### config.mk
export PLATFORM = sky130hd
export DESIGN_NAME = split_uframe_gate
export DESIGN_NICKNAME = d
export VERILOG_FILES = /design/src/rtl/split_gate_pkg.sv /design/src/rtl/split_gate_ctrl.sv /design/src/rtl/split_gate_dp.sv /design/src/rtl/split_uframe_gate.sv
export SDC_FILE = /design/constraint.sdc
export NUM_CORES = 1
export LEC_CHECK = 0
export ABC_CLOCK_PERIOD_IN_PS = 3700
export CORE_AREA = 2 2 71 73
export DETAILED_ROUTE_END_ITERATION = 16
export DIE_AREA = 0 0 73 75
export PLACE_DENSITY_LB_ADDON = 0.12
export SYNTH_ARGS = -nofsm -noshare
export SYNTH_HDL_FRONTEND = slang
export SYNTH_SLANG_ARGS = --single-unit
### constraint.sdc
create_clock -name clk -period 3.7 [get_ports clk]
set_clock_uncertainty 0.15 [all_clocks]
set_input_delay 0.555 -clock clk [delete_from_list [all_inputs] [get_ports clk]]
set_output_delay 0.555 -clock clk [all_outputs]
set_load 0.005 [all_outputs]
### src/rtl/split_gate_pkg.sv
package split_gate_pkg;

  // Strobes from control to datapath
  typedef struct packed {
    logic loadStb;   // load frame index from external value
    logic advStb;    // advance frame index by one
    logic evalStb;   // register eligibility outputs
  } ctrlStrobes_t;

endpackage

### src/rtl/split_gate_ctrl.sv
module split_gate_ctrl
  import split_gate_pkg::*;
(
  input  logic         clk,
  input  logic         rstN,
  input  logic         tick,
  input  logic         idxLoad,
  output ctrlStrobes_t strobes
);

  logic evalPend;

  // Evaluation runs one clock after the tick, on the advanced index
  always_ff @(posedge clk or negedge rstN) begin
    if (!rstN) evalPend <= 1'b0;
    else       evalPend <= tick;
  end

  always_comb begin
    strobes.loadStb = idxLoad;
    strobes.advStb  = tick & ~idxLoad;
    strobes.evalStb = evalPend;
  end

endmodule

### src/rtl/split_gate_dp.sv
module split_gate_dp
  import split_gate_pkg::*;
#(
  parameter int IDX_W  = 14,
  parameter int MF_SEL = 3,
  parameter int DEV_W  = 7,
  parameter int EP_W   = 4,
  parameter int WORD_W = 32
) (
  input  logic              clk,
  input  logic              rstN,
  input  ctrlStrobes_t      strobes,
  input  logic [IDX_W-1:0]  idxLoadVal,
  input  logic [WORD_W-1:0] addrWord,
  input  logic [WORD_W-1:0] schedWord,
  input  logic              active,
  input  logic              splitState,
  output logic              startCand,
  output logic              completeCand,
  output logic              badMask,
  output logic [DEV_W-1:0]  devAddr,
  output logic [EP_W-1:0]   endPt,
  output logic [IDX_W-1:0]  frameIdx
);

  localparam int MASK_W = 1 << MF_SEL;
  localparam int SMASK_LO = 0;
  localparam int CMASK_LO = MASK_W;
  localparam int EP_LO = 8;
  localparam int CNT_W = $clog2(MASK_W + 1);

  logic [MASK_W-1:0] sMask, cMask, overlapBits;
  logic [MF_SEL-1:0] slot;
  logic [CNT_W-1:0]  sCount;
  logic              startBad, overlapBad, compEmpty, anyBad;
  logic              sHit, cHit;
  logic [DEV_W-1:0]  devNext;
  logic [EP_W-1:0]   epNext;
  logic              unusedReserved;

  assign sMask = schedWord[SMASK_LO +: MASK_W];
  assign cMask = schedWord[CMASK_LO +: MASK_W];
  assign slot  = frameIdx[MF_SEL-1:0];
  assign devNext = addrWord[DEV_W-1:0];
  assign epNext  = addrWord[EP_LO +: EP_W];
  assign unusedReserved = ^{addrWord[WORD_W-1:EP_LO+EP_W], addrWord[EP_LO-1:DEV_W],
                            schedWord[WORD_W-1:CMASK_LO+MASK_W]};

  // Per-slot overlap of the two masks
  genvar g;
  generate
    for (g = 0; g < MASK_W; g++) begin : gOverlap
      assign overlapBits[g] = sMask[g] & cMask[g];
    end
  endgenerate

  always_comb begin
    sCount = '0;
    for (int i = 0; i < MASK_W; i++) sCount = sCount + CNT_W'(sMask[i]);
  end

  always_comb begin
    startBad   = (sCount != CNT_W'(1));
    overlapBad = |overlapBits;
    compEmpty  = splitState & (cMask == '0);
    anyBad     = active & (startBad | overlapBad | compEmpty);
    sHit       = sMask[slot];
    cHit       = cMask[slot];
  end

  // Frame index counter
  always_ff @(posedge clk or negedge rstN) begin
    if (!rstN)                frameIdx <= '0;
    else if (strobes.loadStb) frameIdx <= idxLoadVal;
    else if (strobes.advStb)  frameIdx <= frameIdx + IDX_W'(1);
  end

  // Registered eligibility outputs
  always_ff @(posedge clk or negedge rstN) begin
    if (!rstN) begin
      startCand    <= 1'b0;
      completeCand <= 1'b0;
      badMask      <= 1'b0;
      devAddr      <= '0;
      endPt        <= '0;
    end else if (strobes.evalStb) begin
      startCand    <= active & ~anyBad & ~splitState & sHit;
      completeCand <= active & ~anyBad &  splitState & cHit;
      badMask      <= anyBad;
      devAddr      <= devNext;
      endPt        <= epNext;
    end
  end

endmodule

### src/rtl/split_uframe_gate.sv
module split_uframe_gate
  import split_gate_pkg::*;
#(
  parameter int IDX_W  = 14,
  parameter int MF_SEL = 3,
  parameter int DEV_W  = 7,
  parameter int EP_W   = 4,
  parameter int WORD_W = 32
) (
  input  logic              clk,
  input  logic              rstN,
  input  logic              tick,
  input  logic              idxLoad,
  input  logic [IDX_W-1:0]  idxLoadVal,
  input  logic [WORD_W-1:0] addrWord,
  input  logic [WORD_W-1:0] schedWord,
  input  logic              active,
  input  logic              splitState,
  output logic              startCand,
  output logic              completeCand,
  output logic              badMask,
  output logic [DEV_W-1:0]  devAddr,
  output logic [EP_W-1:0]   endPt,
  output logic [IDX_W-1:0]  frameIdx
);

  ctrlStrobes_t strobes;

  split_gate_ctrl i_ctrl (
    .clk     (clk),
    .rstN    (rstN),
    .tick    (tick),
    .idxLoad (idxLoad),
    .strobes (strobes)
  );

  split_gate_dp #(
    .IDX_W (IDX_W), .MF_SEL(MF_SEL), .DEV_W(DEV_W), .EP_W(EP_W), .WORD_W(WORD_W)
  ) i_dp (
    .clk          (clk),
    .rstN         (rstN),
    .strobes      (strobes),
    .idxLoadVal   (idxLoadVal),
    .addrWord     (addrWord),
    .schedWord    (schedWord),
    .active       (active),
    .splitState   (splitState),
    .startCand    (startCand),
    .completeCand (completeCand),
    .badMask      (badMask),
    .devAddr      (devAddr),
    .endPt        (endPt),
    .frameIdx     (frameIdx)
  );

endmodule

[Word-level counts from Yosys, hierarchy flattened]
Cells that the tools add are included.
Operators by class
  add/sub/neg operators: 8
  multiply operators: 0
  div/mod/pow operators: 0
  $lt $le $gt $ge: 1
  equality and inequality tests: 1
  shifts and indexed selects: 0
  multiplexer cells: 6
  bitwise operators: 21
  reduce and logical (&&, ||, !) cells: 3
Operator list (number)
  $mux W14: 2
  $add A4 B1 Y4: 6
  $and A1 B1 Y1: 16
  $add A14 B1 Y14 const B: 1
  $logic_not A8 Y1: 1
  $reduce_or A8 Y1: 1
  $bmux W1 S3: 2
  $lt A3 B4 Y1 const B: 1
  $ne A4 B1 Y1 const B: 1
  $not A1 Y1: 3
  $add A1 B1 Y2: 1
  $mux W1: 2
  $or A1 B1 Y1: 2
  $reduce_bool A2 Y1: 1
Word-level totals
  flip-flop bits (word level): 29
  bits in latches: 0
  memory bits (writable): 0
  ROM bits: 0
  input bits: 84
  memories: 0

[Longest topological paths before layout]
  depth in word-level cells: 15
  mapped depth: 12
  gate-level depth less buffers: 12

[Hierarchy]
From an unflattened synthesis, not the netlist that was laid out.
Second synthesis, totals
  cell total of the unflattened synthesis: 171
  area total of the unflattened synthesis: 1784.2 um^2
By module, submodules not included
  split_gate_dp: instances 1, cells an instance 167, area each 1730.4 um^2, seq. area each 700.7 um^2
  split_gate_ctrl: instances 1, cells an instance 4, area each 53.8 um^2, seq. area each 25.0 um^2

[Worst setup path after synthesis]
OpenSTA, ideal clock, no wires.
  path kind: input port to flip-flop
  from: input schedWord[0]
  to: register i_dp.completeCand
  setup time: 101 ps
  data arrival time: 3163 ps
  required time: 3449 ps
  path slack: 287 ps
  cell stages on the path: 12
  path buffers: 0
  cells stage by stage: ha_1 > inv_1 > fa_1 > fa_1 > inv_1 > fa_1 > inv_1 > fa_1 > nand2_1 > a2111oi_2 > nand4bb_1 > o32ai_1
On the way
  longest elaborated chain between the ends: 15
  elaborated cells on any way between the ends: 17
  those cells by class: add/sub: 7; eq/ne: 1; bitwise: 8; reduce/logical: 1
Ends and longest elaborated chain
  start, declared: line split_uframe_gate.sv:16  | input logic [WORD_W-1:0] schedWord,
  $add A1 B1 Y2: line split_gate_dp.sv:59  | for (int i = 0; i < MASK_W; i++) sCount = sCount + CNT_W'(sMask[i]);
  $add A4 B1 Y4 (6 in a row): line split_gate_dp.sv:59
  $ne A4 B1 Y1: line split_gate_dp.sv:63  | startBad = (sCount != CNT_W'(1));
  $or A1 B1 Y1 * (2 in a row): line split_gate_dp.sv:66  | anyBad = active & (startBad | overlapBad | compEmpty);
  $and A1 B1 Y1 *: line split_gate_dp.sv:66
  $not A1 Y1 *: line split_gate_dp.sv:88  | completeCand <= active & ~anyBad & splitState & cHit;
  $and A1 B1 Y1 * (3 in a row): line split_gate_dp.sv:88
  end signal, assigned: line split_gate_dp.sv:88
  end, declared: line split_gate_dp.sv:19  | output logic completeCand,
Every way passes the cells marked *; elsewhere a longest branch is shown, timed or not.
A chain may end at the register's enable or synchronous reset.

[Worst setup path in the final report]
  from: input schedWord[1]
  to: register i_dp.startCand
On the way
  longest elaborated chain between the ends: 15
  elaborated cells on any way between the ends: 19
  those cells by class: add/sub: 7; eq/ne: 1; mux: 2; bitwise: 8; reduce/logical: 1
Ends and longest elaborated chain
  $add A1 B1 Y2: line split_gate_dp.sv:59
  $add A4 B1 Y4 (6 in a row): line split_gate_dp.sv:59
  $ne A4 B1 Y1: line split_gate_dp.sv:63
  $or A1 B1 Y1 (2 in a row): line split_gate_dp.sv:66
  $and A1 B1 Y1: line split_gate_dp.sv:66
  $not A1 Y1: line split_gate_dp.sv:87  | startCand <= active & ~anyBad & ~splitState & sHit;
  $and A1 B1 Y1 (2 in a row): line split_gate_dp.sv:87
  $and A1 B1 Y1 *: line split_gate_dp.sv:87
  end signal, assigned: line split_gate_dp.sv:87
  end, declared: line split_gate_dp.sv:18  | output logic startCand,
Every way passes the cells marked *; elsewhere a longest branch is shown, timed or not. The select of a mux whose other input is x is not followed.

==> flow_summary.toml <==
[min_path]
hold_class = "register to register"
hold-path-endpoint = "i_dp.devAddr[4]$_DFFE_PN0P_"
hold_start = "i_dp.devAddr[4]$_DFFE_PN0P_"
min_path_cells = 1

[setup_path]
critPathLaunchType = "input pin"
worst_ep_required_time_ns = 3.74
crit_type = "input pin to register"
r2r_slack_ns = 1.55
end_kind = "register"
reg2reg_to = "i_dp.frameIdx[12]$_DFFE_PN0P_"
crit_path_max_fanout = 2
arrival_ns = 3.60
r2r_start = "i_dp.frameIdx[0]$_DFFE_PN0P_"
ff2ff_path_depth = 5

[clocking]
clock-sinks = 29
clkTransAtPathRegs_ns = 0.07
tritoncts = "done"
htree_levels = 2
cts-hold-fix-buffers = 0
numCtsBuffers = 5
clockBufferDepth = 2
clock_latency_ns = 0.28
root_buffer = "clkbuf_8"

[cells_and_area]
num-fill-cells = 411
antennaDiodeCount = 0
final_util_pct = 57.7
drive_gt1_share_pct = 15.3
ff_latch_area_um2 = 726
final_nets = 339
area_growth_pct = 53.1
multiInputGateArea_um2 = 948
postLayoutCellArea_um2 = 2690

[sta]
timing.final.hold_violations = 0
layout_min_cycle_time_ns = 3.56
fmax_mhz = 281
rsz0062_at_grt = "false"
worst_pin_slew_ns = 0.629
setup_viol = 0
max_slew_margin_pct = 58.1
finalCritPeriodShare_pct = 96.3
timing.hold.ws_ns = 0.353
drv_slew = 0

[drt]
post-route-drc-count = 0
drt_first_pass_iters = 4
via_count = 1549
viasPerCell = 5.13
ant_nets = 0
routedWlPerCell_um = 13.3
routed_wl_um = 4020
drt_iter0_drc = 58

[yosys]
synth_area_um2 = 1760
synth.distinct_cells = 35
synth_ff_type = "dfrtp_1"
synth_area_per_cell_um2 = 10.5
synth_edf_count = 0
syn_inst = 168
ys_warn_count = 0
synth_fp_nets = 260
async_flop_share_pct = 100
synth.area.top_cells = "dfrtp_1, mux2_2, nand2_1"
synth.top_cells.by_count = "dfrtp_1, nand2_1, inv_1, o21ai_0, mux2_2"
ys_ff_latch = 29
yosysMostFrequentCell = "dfrtp_1"
synth_top_area_share_pct = 41.3
yosysSeqAreaShare_pct = 41.3
yosys.area.top_type = "dfrtp_1"

[grt]
grt_start_max_net_pins = 30
grt_antenna_before_repair = 0
grt_pass1_vias = 1508
grtUsageTotal_pct = 16.1
grt_pass1_wl_um = 6760
overflow = 0

[pwr]
power_density_nw_per_um2 = 367
leakagePower_nw = 1.12
ir_worst_vdd_mv = 0.144

[die]
ios = 112
core_area_um2 = 4660
die_y_um = 75
dieArea_um2 = 5480
die_x_um = 73
rows = 25
initial_core_util_pct = 37.7

[place]
io_buffers = 74
hpwlAfterDp_um = 3090
place_congestion = 0.740
placed_area_um2 = 2550

[outcome]
outcome = "finished clean"

[job]
max-cap-violations = 0
power by group:
| part | switching, mW | total [mW] | leakage, nW | internal [mW] |
|---|---|---|---|---|
| Sequential | 0.0368 | 0.383 | 0.350 | 0.346 |
| Combinational | 0.0983 | 0.261 | 0.714 | 0.163 |
| Clock | 0.126 | 0.344 | 0.0574 | 0.219 |
| Total | 0.261 | 0.989 | 1.12 | 0.728 |
stage by stage:
step	power [mW]	instances	TNS, ns	worst slack (ns)
floorplan	0.500	168	0	0.287
global placement	0.638	294	-1.09	-0.408
detailed placement	0.643	294	-1.16	-0.435
CTS	0.999	302	0	0.0780
global route	1.05	302	0	0.0102
finish	0.989	302	0	0.138
per-layer routing:
metal,GRT usage [%],part of all wire [%],vias to the layer above
li1,-,-,754
met1,20.7,43,739
met2,26.2,49,51
met3,4.42,6.3,5
met4,5.97,1.5,0
met5,0,0,-
worst max-delay path by stage:
stage                 startpoint                             to  slack (ns)  depth (start not counted)
global placement    schedWord[1]  i_dp.completeCand$_DFFE_PN0P_       -0.41                         13
detailed placement  schedWord[1]     i_dp.startCand$_DFFE_PN0P_       -0.44                         13
CTS                 schedWord[2]  i_dp.completeCand$_DFFE_PN0P_        0.08                         12
floorplan           schedWord[0]  i_dp.completeCand$_DFFE_PN0P_        0.29                         12
finish              schedWord[1]     i_dp.startCand$_DFFE_PN0P_        0.14                         13
global route        schedWord[1]     i_dp.startCand$_DFFE_PN0P_        0.01                         13
logic make-up after synthesis:
kind of cell	Yosys count	synth area share, %
AO/OA/AOI/OAI	23	8.54
flip-flops	29	41.3
adder cells (fa/ha/maj)	8	7.40
multiplexers	20	14.1
XOR/XNOR	11	5.48
AND/OR/NAND/NOR	56	17.0
buffers and inverters	21	6.19
area by class of cell:
class                   count  share of cell area, %
flip-flops and latches     29                   27.0
repair buffers             80                   29.0
multi-input cells         118                   35.2
clock inverters             2                   1.39
well taps                  54                   2.51
inverters                  13                   1.81
clock buffers               6                   3.07
sequential cells by signal, indices dropped and copies added (netlist names):
signal	flops
i_dp.startCand	1
i_dp.endPt	4
i_ctrl.evalPend	1
i_dp.badMask	1
i_dp.frameIdx	14
i_dp.devAddr	7
i_dp.completeCand	1
placed cells by master, fill, tap and decap left out, drive strengths merged, types with 2 or more instances in the layout:
cell	Yosys	routed
nor2b	3	3
nand3	4	4
mux2	12	12
mux2i	6	6
and4	2	2
clkbuf	4	8
dlymetal6s2s	0	2
nand2	27	27
a22o	2	2
ha	4	4
o21ai	13	13
mux4	2	2
xnor2	5	5
nor2	3	3
nor4	2	2
clkdlybuf4s50	0	70
or4	2	2
nand4	5	5
o32ai	2	2
buf	4	6
xor2	6	6
dfrtp	29	29
fa	4	4
inv	13	13
nor3	3	3
critical path, cell delays in order:
cell and delay (ns):
clkbuf_2 0.10, ha_1 0.28, inv_2 0.04, fa_1 0.55
fa_1 0.43, inv_2 0.08, fa_2 0.21, inv_2 0.04
fa_1 0.54, nand2_2 0.08, a2111oi_4 0.21, nand4bb_1 0.19
o32ai_1 0.29
repair_timing:
action / in CTS / in global routing
resized for setup: 5 / 11
endpoints found under the hold margin: 0 / 0
setup buffers: 0 / 0
endpoints found under the setup margin: 3 / 2
pin swaps: 4 / 9
Power figures use the tool's default switching activity.
